**src/rtl/msg_stream_pkg.sv**
```systemverilog
package msg_stream_pkg;
  localparam int NUM_MSG = 3;
  localparam int BYTE_W  = 8;

  localparam int LEN0 = 9;
  localparam int LEN1 = 8;
  localparam int LEN2 = 5;
  localparam int MAX_LEN = (LEN0 > LEN1) ? ((LEN0 > LEN2) ? LEN0 : LEN2)
                                         : ((LEN1 > LEN2) ? LEN1 : LEN2);

  localparam logic [8*LEN0-1:0] TXT0 = "LINK UP\015\012";
  localparam logic [8*LEN1-1:0] TXT1 = "TEMP=42\012";
  localparam logic [8*LEN2-1:0] TXT2 = "BYE\015\012";

  // Minimum counter width that addresses positions 0 .. len-1.
  function automatic int idx_width(int len);
    return (len > 1) ? $clog2(len) : 1;
  endfunction

  localparam int IDX_W = idx_width(MAX_LEN);

  function automatic int msg_len(int m);
    case (m)
      0:       return LEN0;
      1:       return LEN1;
      default: return LEN2;
    endcase
  endfunction

  // Character i (0 = first) of message m; zero when i is out of range.
  function automatic logic [BYTE_W-1:0] msg_char(int m, int i);
    if (i < 0 || i >= msg_len(m)) return '0;
    case (m)
      0:       return TXT0[8*(LEN0-1-i) +: 8];
      1:       return TXT1[8*(LEN1-1-i) +: 8];
      default: return TXT2[8*(LEN2-1-i) +: 8];
    endcase
  endfunction
endpackage

```
**src/rtl/msg_pick.sv**
```systemverilog
module msg_pick #(
  parameter int N = 3
) (
  input  logic [N-1:0] req,
  output logic [N-1:0] grant
);
  // Lowest-numbered raised flag wins.
  for (genvar k = 0; k < N; k++) begin : g_pick
    if (k == 0) begin : g_first
      assign grant[k] = req[k];
    end else begin : g_rest
      assign grant[k] = req[k] & ~(|req[k-1:0]);
    end
  end
endmodule

```
**src/rtl/msg_index.sv**
```systemverilog
module msg_index #(
  parameter int LEN = 8,
  localparam int W = msg_stream_pkg::idx_width(LEN)
) (
  input  logic         clk,
  input  logic         rst,
  input  logic         clear,
  input  logic         step,
  output logic [W-1:0] idx,
  output logic         at_last
);
  assign at_last = (idx == W'(LEN - 1));

  always_ff @(posedge clk) begin
    if (rst || clear)          idx <= '0;
    else if (step && !at_last) idx <= idx + W'(1);
  end
endmodule

```
**src/rtl/msg_rom.sv**
```systemverilog
module msg_rom
  import msg_stream_pkg::*;
(
  input  logic [NUM_MSG-1:0]            sel,
  input  logic [NUM_MSG-1:0][IDX_W-1:0] idx_arr,
  output logic [BYTE_W-1:0]             data
);
  logic [NUM_MSG-1:0][BYTE_W-1:0] part;

  // AND-OR selection: each message gates its own character.
  for (genvar g = 0; g < NUM_MSG; g++) begin : g_part
    assign part[g] = {BYTE_W{sel[g]}} & msg_char(g, int'(idx_arr[g]));
  end

  always_comb begin
    data = '0;
    for (int g = 0; g < NUM_MSG; g++) data = data | part[g];
  end
endmodule

```
**src/rtl/msg_stream.sv**
```systemverilog
module msg_stream
  import msg_stream_pkg::*;
(
  input  logic               clk,
  input  logic               rst,
  input  logic [NUM_MSG-1:0] req,
  input  logic               out_ready,
  output logic [BYTE_W-1:0]  out_data,
  output logic               out_valid,
  output logic [NUM_MSG-1:0] done
);
  logic                            busy_q;
  logic [NUM_MSG-1:0]              sel_q;
  logic [NUM_MSG-1:0]              done_q;
  logic [NUM_MSG-1:0]              grant_w;
  logic [NUM_MSG-1:0]              at_last_vec;
  logic [NUM_MSG-1:0][IDX_W-1:0]   idx_arr;

  // Named events, also used by the checker.
  logic start_w, fire_w, last_w;

  assign start_w = !busy_q && (|req);
  assign fire_w  = busy_q && out_ready;
  assign last_w  = |(sel_q & at_last_vec);

  msg_pick #(.N(NUM_MSG)) u_pick (.req(req), .grant(grant_w));

  for (genvar g = 0; g < NUM_MSG; g++) begin : g_msg
    localparam int L = msg_len(g);
    localparam int W = idx_width(L);
    logic [W-1:0] idx_g;

    msg_index #(.LEN(L)) u_idx (
      .clk     (clk),
      .rst     (rst),
      .clear   (start_w & grant_w[g]),
      .step    (fire_w & sel_q[g]),
      .idx     (idx_g),
      .at_last (at_last_vec[g])
    );
    assign idx_arr[g] = IDX_W'(idx_g);
  end

  msg_rom u_rom (.sel(sel_q), .idx_arr(idx_arr), .data(out_data));

  always_ff @(posedge clk) begin
    if (rst) begin
      busy_q <= 1'b0;
      sel_q  <= '0;
      done_q <= '0;
    end else begin
      done_q <= '0;
      if (start_w) begin
        busy_q <= 1'b1;
        sel_q  <= grant_w;
      end else if (fire_w && last_w) begin
        busy_q <= 1'b0;
        sel_q  <= '0;
        done_q <= sel_q;
      end
    end
  end

  assign out_valid = busy_q;
  assign done      = done_q;
endmodule

```
**config.mk**
```make
export PLATFORM = sky130hd
export DESIGN_NAME = msg_stream
export DESIGN_NICKNAME = d
export VERILOG_FILES = /design/src/rtl/msg_stream_pkg.sv /design/src/rtl/msg_pick.sv /design/src/rtl/msg_index.sv /design/src/rtl/msg_rom.sv /design/src/rtl/msg_stream.sv
export SDC_FILE = /design/constraint.sdc
export NUM_CORES = 1
export LEC_CHECK = 0
export BUFFER_PORTS_ARGS = -buffer_cell sky130_fd_sc_hd__buf_2
export CORE_MARGIN = 3
export CORE_UTILIZATION = 25
export CTS_BUF_LIST = sky130_fd_sc_hd__clkbuf_2 sky130_fd_sc_hd__clkbuf_4 sky130_fd_sc_hd__clkbuf_8
export CTS_CLUSTER_SIZE = 28
export DETAILED_ROUTE_END_ITERATION = 16
export GPL_ROUTABILITY_DRIVEN = 0
export PLACE_DENSITY = 0.41
export SKIP_LAST_GASP = 1
export SYNTH_ARGS = -nofsm -noshare
export SYNTH_HDL_FRONTEND = slang
export SYNTH_SLANG_ARGS = --single-unit
```
**constraint.sdc**
```tcl
create_clock -name clk -period 5.05 [get_ports clk]
set_input_delay 0.505 -clock clk [delete_from_list [all_inputs] [get_ports clk]]
set_output_delay 0.505 -clock clk [all_outputs]
set_load 0.005 [all_outputs]
```
Yosys cells after proc, flatten, opt, wreduce, memory -nomap -nowiden
Index checks and enable logic that the tools add are counted.

operators by class
  $add $sub $neg = 6
  $lt $le $gt $ge = 3
  eq/ne operators = 3
  shift operators = 3
  muxes and demuxes = 13
  bitwise logic cells = 17
  reduce and logical (&&, ||, !) cells = 18

operators by type and width
  operator                                                      count
  variable part select 72 x 32 -> 8 bit (first input constant)  1
  variable part select 64 x 32 -> 8 bit (first input constant)  1
  two-way mux 8 bit                                             6
  variable part select 40 x 32 -> 8 bit (first input constant)  1
  bitwise AND 8 bit                                             3
  OR 8 bit                                                      2
  OR reduction 3 bit                                            3
  bitwise AND 1 bit                                             8
  subtractor 3 x 3 -> 4 bit (first input constant)              2
  adder 3 x 1 -> 3 bit (second input constant)                  2
  equality test 3 bit (second input constant)                   2
  logical AND 1 bit                                             6
  two-way mux 3 bit                                             2
  two-way mux 1 bit                                             5
  subtractor 4 x 4 -> 5 bit (first input constant)              1
  adder 4 x 1 -> 4 bit (second input constant)                  1
  equality test 4 bit (second input constant)                   1
  >= comparator 3 x 4 -> 1 bit (second input constant)          1
  >= comparator 4 bit (second input constant)                   1
  logical NOT 1 bit                                             4
  bitwise AND 3 bit                                             1
  >= comparator 3 bit (second input constant)                   1
  logical OR 1 bit                                              3
  NOT 1 bit                                                     3
  other kinds (2)                                               2

storage, ports and cells
  bits in registers = 17
  input bits = 6
  word-level logic and storage cells = 69

Logic depth before layout (Yosys ltp)
  depth after elaboration = 6
  depth in mapped cells = 8

Cells and area by module
From an unflattened synthesis, not the netlist that was laid out.

second synthesis, totals
  cell total of the unflattened synthesis = 183
  area, all modules = 1,539.0 µm²

by module, submodules not included
  module                       instances  cells each  area each (µm²)  seq. area each (µm²)
  msg_rom                      1          91          649.4            0.0
  msg_stream                   1          34          309.0            140.1
  msg_index at g_msg[0].u_idx  1          25          224.0            80.1
  msg_index at g_msg[2].u_idx  1          18          187.7            60.1
  msg_index at g_msg[1].u_idx  1          12          142.6            60.1
  msg_pick                     1          3           26.3             0.0

Worst setup path before layout
Ideal clock, no wire load.

  path kind = register to output
  start point = reg g_msg[0].u_idx.idx[0]
  end point = out out_data[3]
  arrival time = 1.765 ns
  data required time = 4.545 ns
  slack = 2.780 ns
  stages on the path, launching flop included = 8
  buffers on the path = 1
  cells stage by stage = dfxtp_1 -> clkbuf_8 -> inv_1 -> ha_1 -> or3_1 -> a211o_1 -> a31oi_1 -> o31ai_1

between the ends
  cells in the longest elaborated chain, start to end = 6

ends and longest elaborated chain
  element                                                                     RTL line                                    text
  start: declaration                                                          msg_index.sv:9                              output logic [W-1:0] idx,
  start signal: assignment                                                    msg_index.sv:16                             else if (step && !at_last) idx <= idx + W'(1);
  subtractor 4 x 4 -> 5 bit or >= comparator 4 bit (tied branches)            msg_stream_pkg.sv:34, msg_stream_pkg.sv:32
  variable part select 72 x 32 -> 8 bit or two-way mux 1 bit (tied branches)  msg_stream_pkg.sv:34, msg_stream_pkg.sv:32
  two-way mux 8 bit (*)                                                       msg_stream_pkg.sv:33                        case (m)
  bitwise AND 8 bit (*)                                                       msg_rom.sv:12                               assign part[g] = {BYTE_W{sel[g]}} & msg_char(g, int'(idx_arr[g]));
  OR 8 bit (*) (2 in a row)                                                   msg_rom.sv:17                               for (int g = 0; g < NUM_MSG; g++) data = data | part[g];
  end: declaration                                                            msg_stream.sv:8                             output logic [BYTE_W-1:0] out_data,

Every way passes the cells marked *; elsewhere a longest branch is shown, timed or not.

Worst setup path after layout
Ends and elaborated chain as after synthesis.

==> results.py <==
metrics = {
    "status": {
        "outcome": "finished clean",
    },
    "clock_network": {
        "clockRootBuffer": "clkbuf_8",
        "worst_skew_pair.late_latency_ps": 260,
        "cts.hold.buffers_added": 0,
        "tritoncts": "built",
        "postCtsSetupRepairBufs": 0,
        "clock_buffers_created_by_tritoncts": 3,
        "numClockSinks": 17,
        "ctsResizeCount": 0,
        "cts-htree-levels": 1,
        "clk_transition_reported_paths_ps": 80,
        "clockBufferDepth": 2,
    },
    "setup_path": {
        "worstPathRequired_ps": 4550,
        "criticalPathCategory": "reg2out",
        "worst_setup_path_start_kind": "flip-flop",
        "r2r.worst_path.cells": 7,
        "worst_path_largest_cell_delay_ps": 640,
        "path_buf_inv": 2,
        "cp_arrival_ps": 2540,
        "cell_family_contributing_the_most_delay_on_the_critical_path": "flip-flops",
        "crit_cells": 7,
        "critPathMaxFanout": 14,
        "timing.critical_path.slowest_stage_cell": "dfxtp_1",
        "critical_path.endpoint_type": "output pin",
        "path_cells": "inv_1 -> ha_1 -> or3_1 -> a211o_1 -> a31oi_1 -> o31ai_1 -> buf_2",
    },
    "finish": {
        "fillCellCount": 598,
        "drive_above_1_share": 0.155,
        "diodes": 0,
        "syn2layout_area_growth_pct": 7.97,
        "fin_nets": 206,
    },
    "sta": {
        "period_share": 0.603,
        "hold_slack_ps": 522,
        "timing.final.setup_violations": 0,
        "finalHoldViolations": 0,
        "slew_headroom": 0.635,
        "period_minus_slack_ps": 3040,
        "setup_tns_ps": 0,
        "timing.clock.skew_ps": 2.51,
        "maxClockFrequency_mhz": 328,
        "grt_setup_unrepaired": "no",
        "tightest_slew_ps": 547,
        "timing_max_transition_violations_final": 0,
    },
    "synth": {
        "synth_area_per_cell_um2": 7.98,
        "postSynth.asyncResetShare": 0,
        "post-synth-top-count-cell": "nor2_1",
        "synth_cell_types": 51,
        "synth_fp_nets": 197,
        "yosysTopAreaCell": "dfxtp_1",
        "synth_top_cell_area_share": 0.238,
        "post_syn_instances": 179,
        "post_synthesis_cell_area_um2": 1430,
        "synth-edff-count": 0,
        "ys_dominant_reg_cell": "dfxtp_1",
        "synth.yosys.seq_area_share": 0.238,
        "netlist_top_cells_count": "19 x nor2_1, 17 x dfxtp_1, 14 x nand2_1",
        "post_synth_main_area_contributors": "dfxtp_1 24%, ha_1 11%, nor2_1 5.0%",
        "synthesis_stage_register_bit_count": 17,
        "synth.yosys.warnings": 0,
    },
    "floorplanning": {
        "die_area_um2": 6660,
        "floorplan_core_area_um2": 5300,
        "floorplan.die.height_um": 81.6,
        "initial_core_util": 0.269,
        "top_level_ports": 18,
        "die_w_um": 81.6,
        "fp-row-count": 26,
    },
    "power": {
        "leakagePower_nw": 0.597,
        "irDropWorstVdd_mv": 0.112,
        "power_density_nw_per_um2": 181,
        "totalPowerFinal_w": 0.000279,
    },
    "routing": {
        "drt_initial_violations": 41,
        "number_of_nets_still_failing_antenna_checks_after_routing": 0,
        "detailroute.via_count": 1225,
        "route.detailed.vias_per_inst": 4.77,
        "post_dr_wirelength_cell_um": 13.0,
        "remaining_drc_errors": 0,
        "first_pass_iters": 4,
        "finalWirelength_um": 3340,
    },
    "grt": {
        "grt_overflow_total": 0,
        "grt.total_usage": 0.109,
        "largest_net_degree_at_the_start_of_global_routing": 17,
        "grt_first_pass_wirelength_um": 5700,
        "antenna_found_initial": 0,
        "grt_pass1_vias": 1173,
    },
    "placement": {
        "hpwl_um": 2540,
        "placement.io_buffers": 16,
    },
    "job": {
        "maxCapViolations": 0,
    },
    "min_path": {
        "holdCritPathClass": "in2reg",
        "min_delay_path_depth": 2,
    },
}
through the flow:
stage	std cells	setup WS (ps)	area (µm²)	utilization
finish	257	2010	1540	0.291
global route	257	1830	1540	0.291
CTS	257	2020	1540	0.291
detailed placement	253	2310	1500	0.282
global placement	253	2330	1500	0.282
floorplan	179	2780	1430	-
routing by layer:
metal | GRT usage | vias to the layer above | routed length, µm
li1 | - | 644 | -
met1 | 0.156 | 552 | 1820
met2 | 0.161 | 25 | 1340
met3 | 0.0307 | 4 | 138
met4 | 0.0216 | 0 | 44
met5 | 0 | - | 0
final cells by class:
class | instances | area (µm²) | share of cell area
repair buffers | 16 | 80.1 | 0.0519
multi-input cells | 140 | 951 | 0.616
clock inverters | 1 | 5.00 | 0.00324
clock buffers | 3 | 41.3 | 0.0268
well taps | 70 | 87.6 | 0.0568
inverters | 10 | 37.5 | 0.0243
flip-flops and latches | 17 | 340 | 0.221
cell families after synthesis:
logic type	Yosys count	share of synthesized area
other	1	0.00262
AND/OR/NAND/NOR	72	0.274
adder cells (fa/ha/maj)	12	0.105
flip-flops	17	0.238
buffers and inverters	22	0.0963
multiplexers	3	0.0219
XOR/XNOR	8	0.0490
AO/OA/AOI/OAI	44	0.213
state kept, by name, summed over array words and instances, names as in the netlist:
name and count:
done 3, g_msg.u_idx.idx 10, out_valid 1, sel_q 3
placed cells by master (no fill, tap or decap), drive strengths merged, types with 2 or more instances in the layout:
cell type and count:
inv 10, clkbuf 3, a22oi 2, nor3 4, nor2 19, a211o 2
a211oi 4, o31ai 2, dfxtp 17, and2 4, nand2 14, a21oi 9
o2bb2ai 3, xnor2 5, o21ai 10, a31oi 3, or3 2, o211ai 2
xor2 3, buf 16, mux2i 2, nand2b 12, nor3b 2, and4b 3
ha 12, nand3 6
worst paths after layout:
path | from | end | slack, ps
setup / recovery | g_msg[0].u_idx.idx[0] | out_data[3] | 2010
hold / removal | rst | sel_q[2] | 520
setup reg to reg | g_msg[2].u_idx.idx[0] | sel_q[0] | 3050
hold reg to reg | g_msg[1].u_idx.idx[0] | g_msg[1].u_idx.idx[0] | 550
power by group:
group | switching, W | leakage, nW | total [W] | internal [W]
clock network | 0.0000531 | 0.0255 | 0.000108 | 0.0000549
logic | 0.0000159 | 0.434 | 0.0000295 | 0.0000136
registers | 0.00000517 | 0.138 | 0.000141 | 0.000136
worst register-to-register path: stages (launching register included):
cell and delay (ps):
dfxtp_1 530, inv_1 150, ha_1 220, ha_1 190, a22o_1 240, a31o_2 240, a21oi_1 220, o2bb2ai_1 150
(Power assumes the default switching activity.)
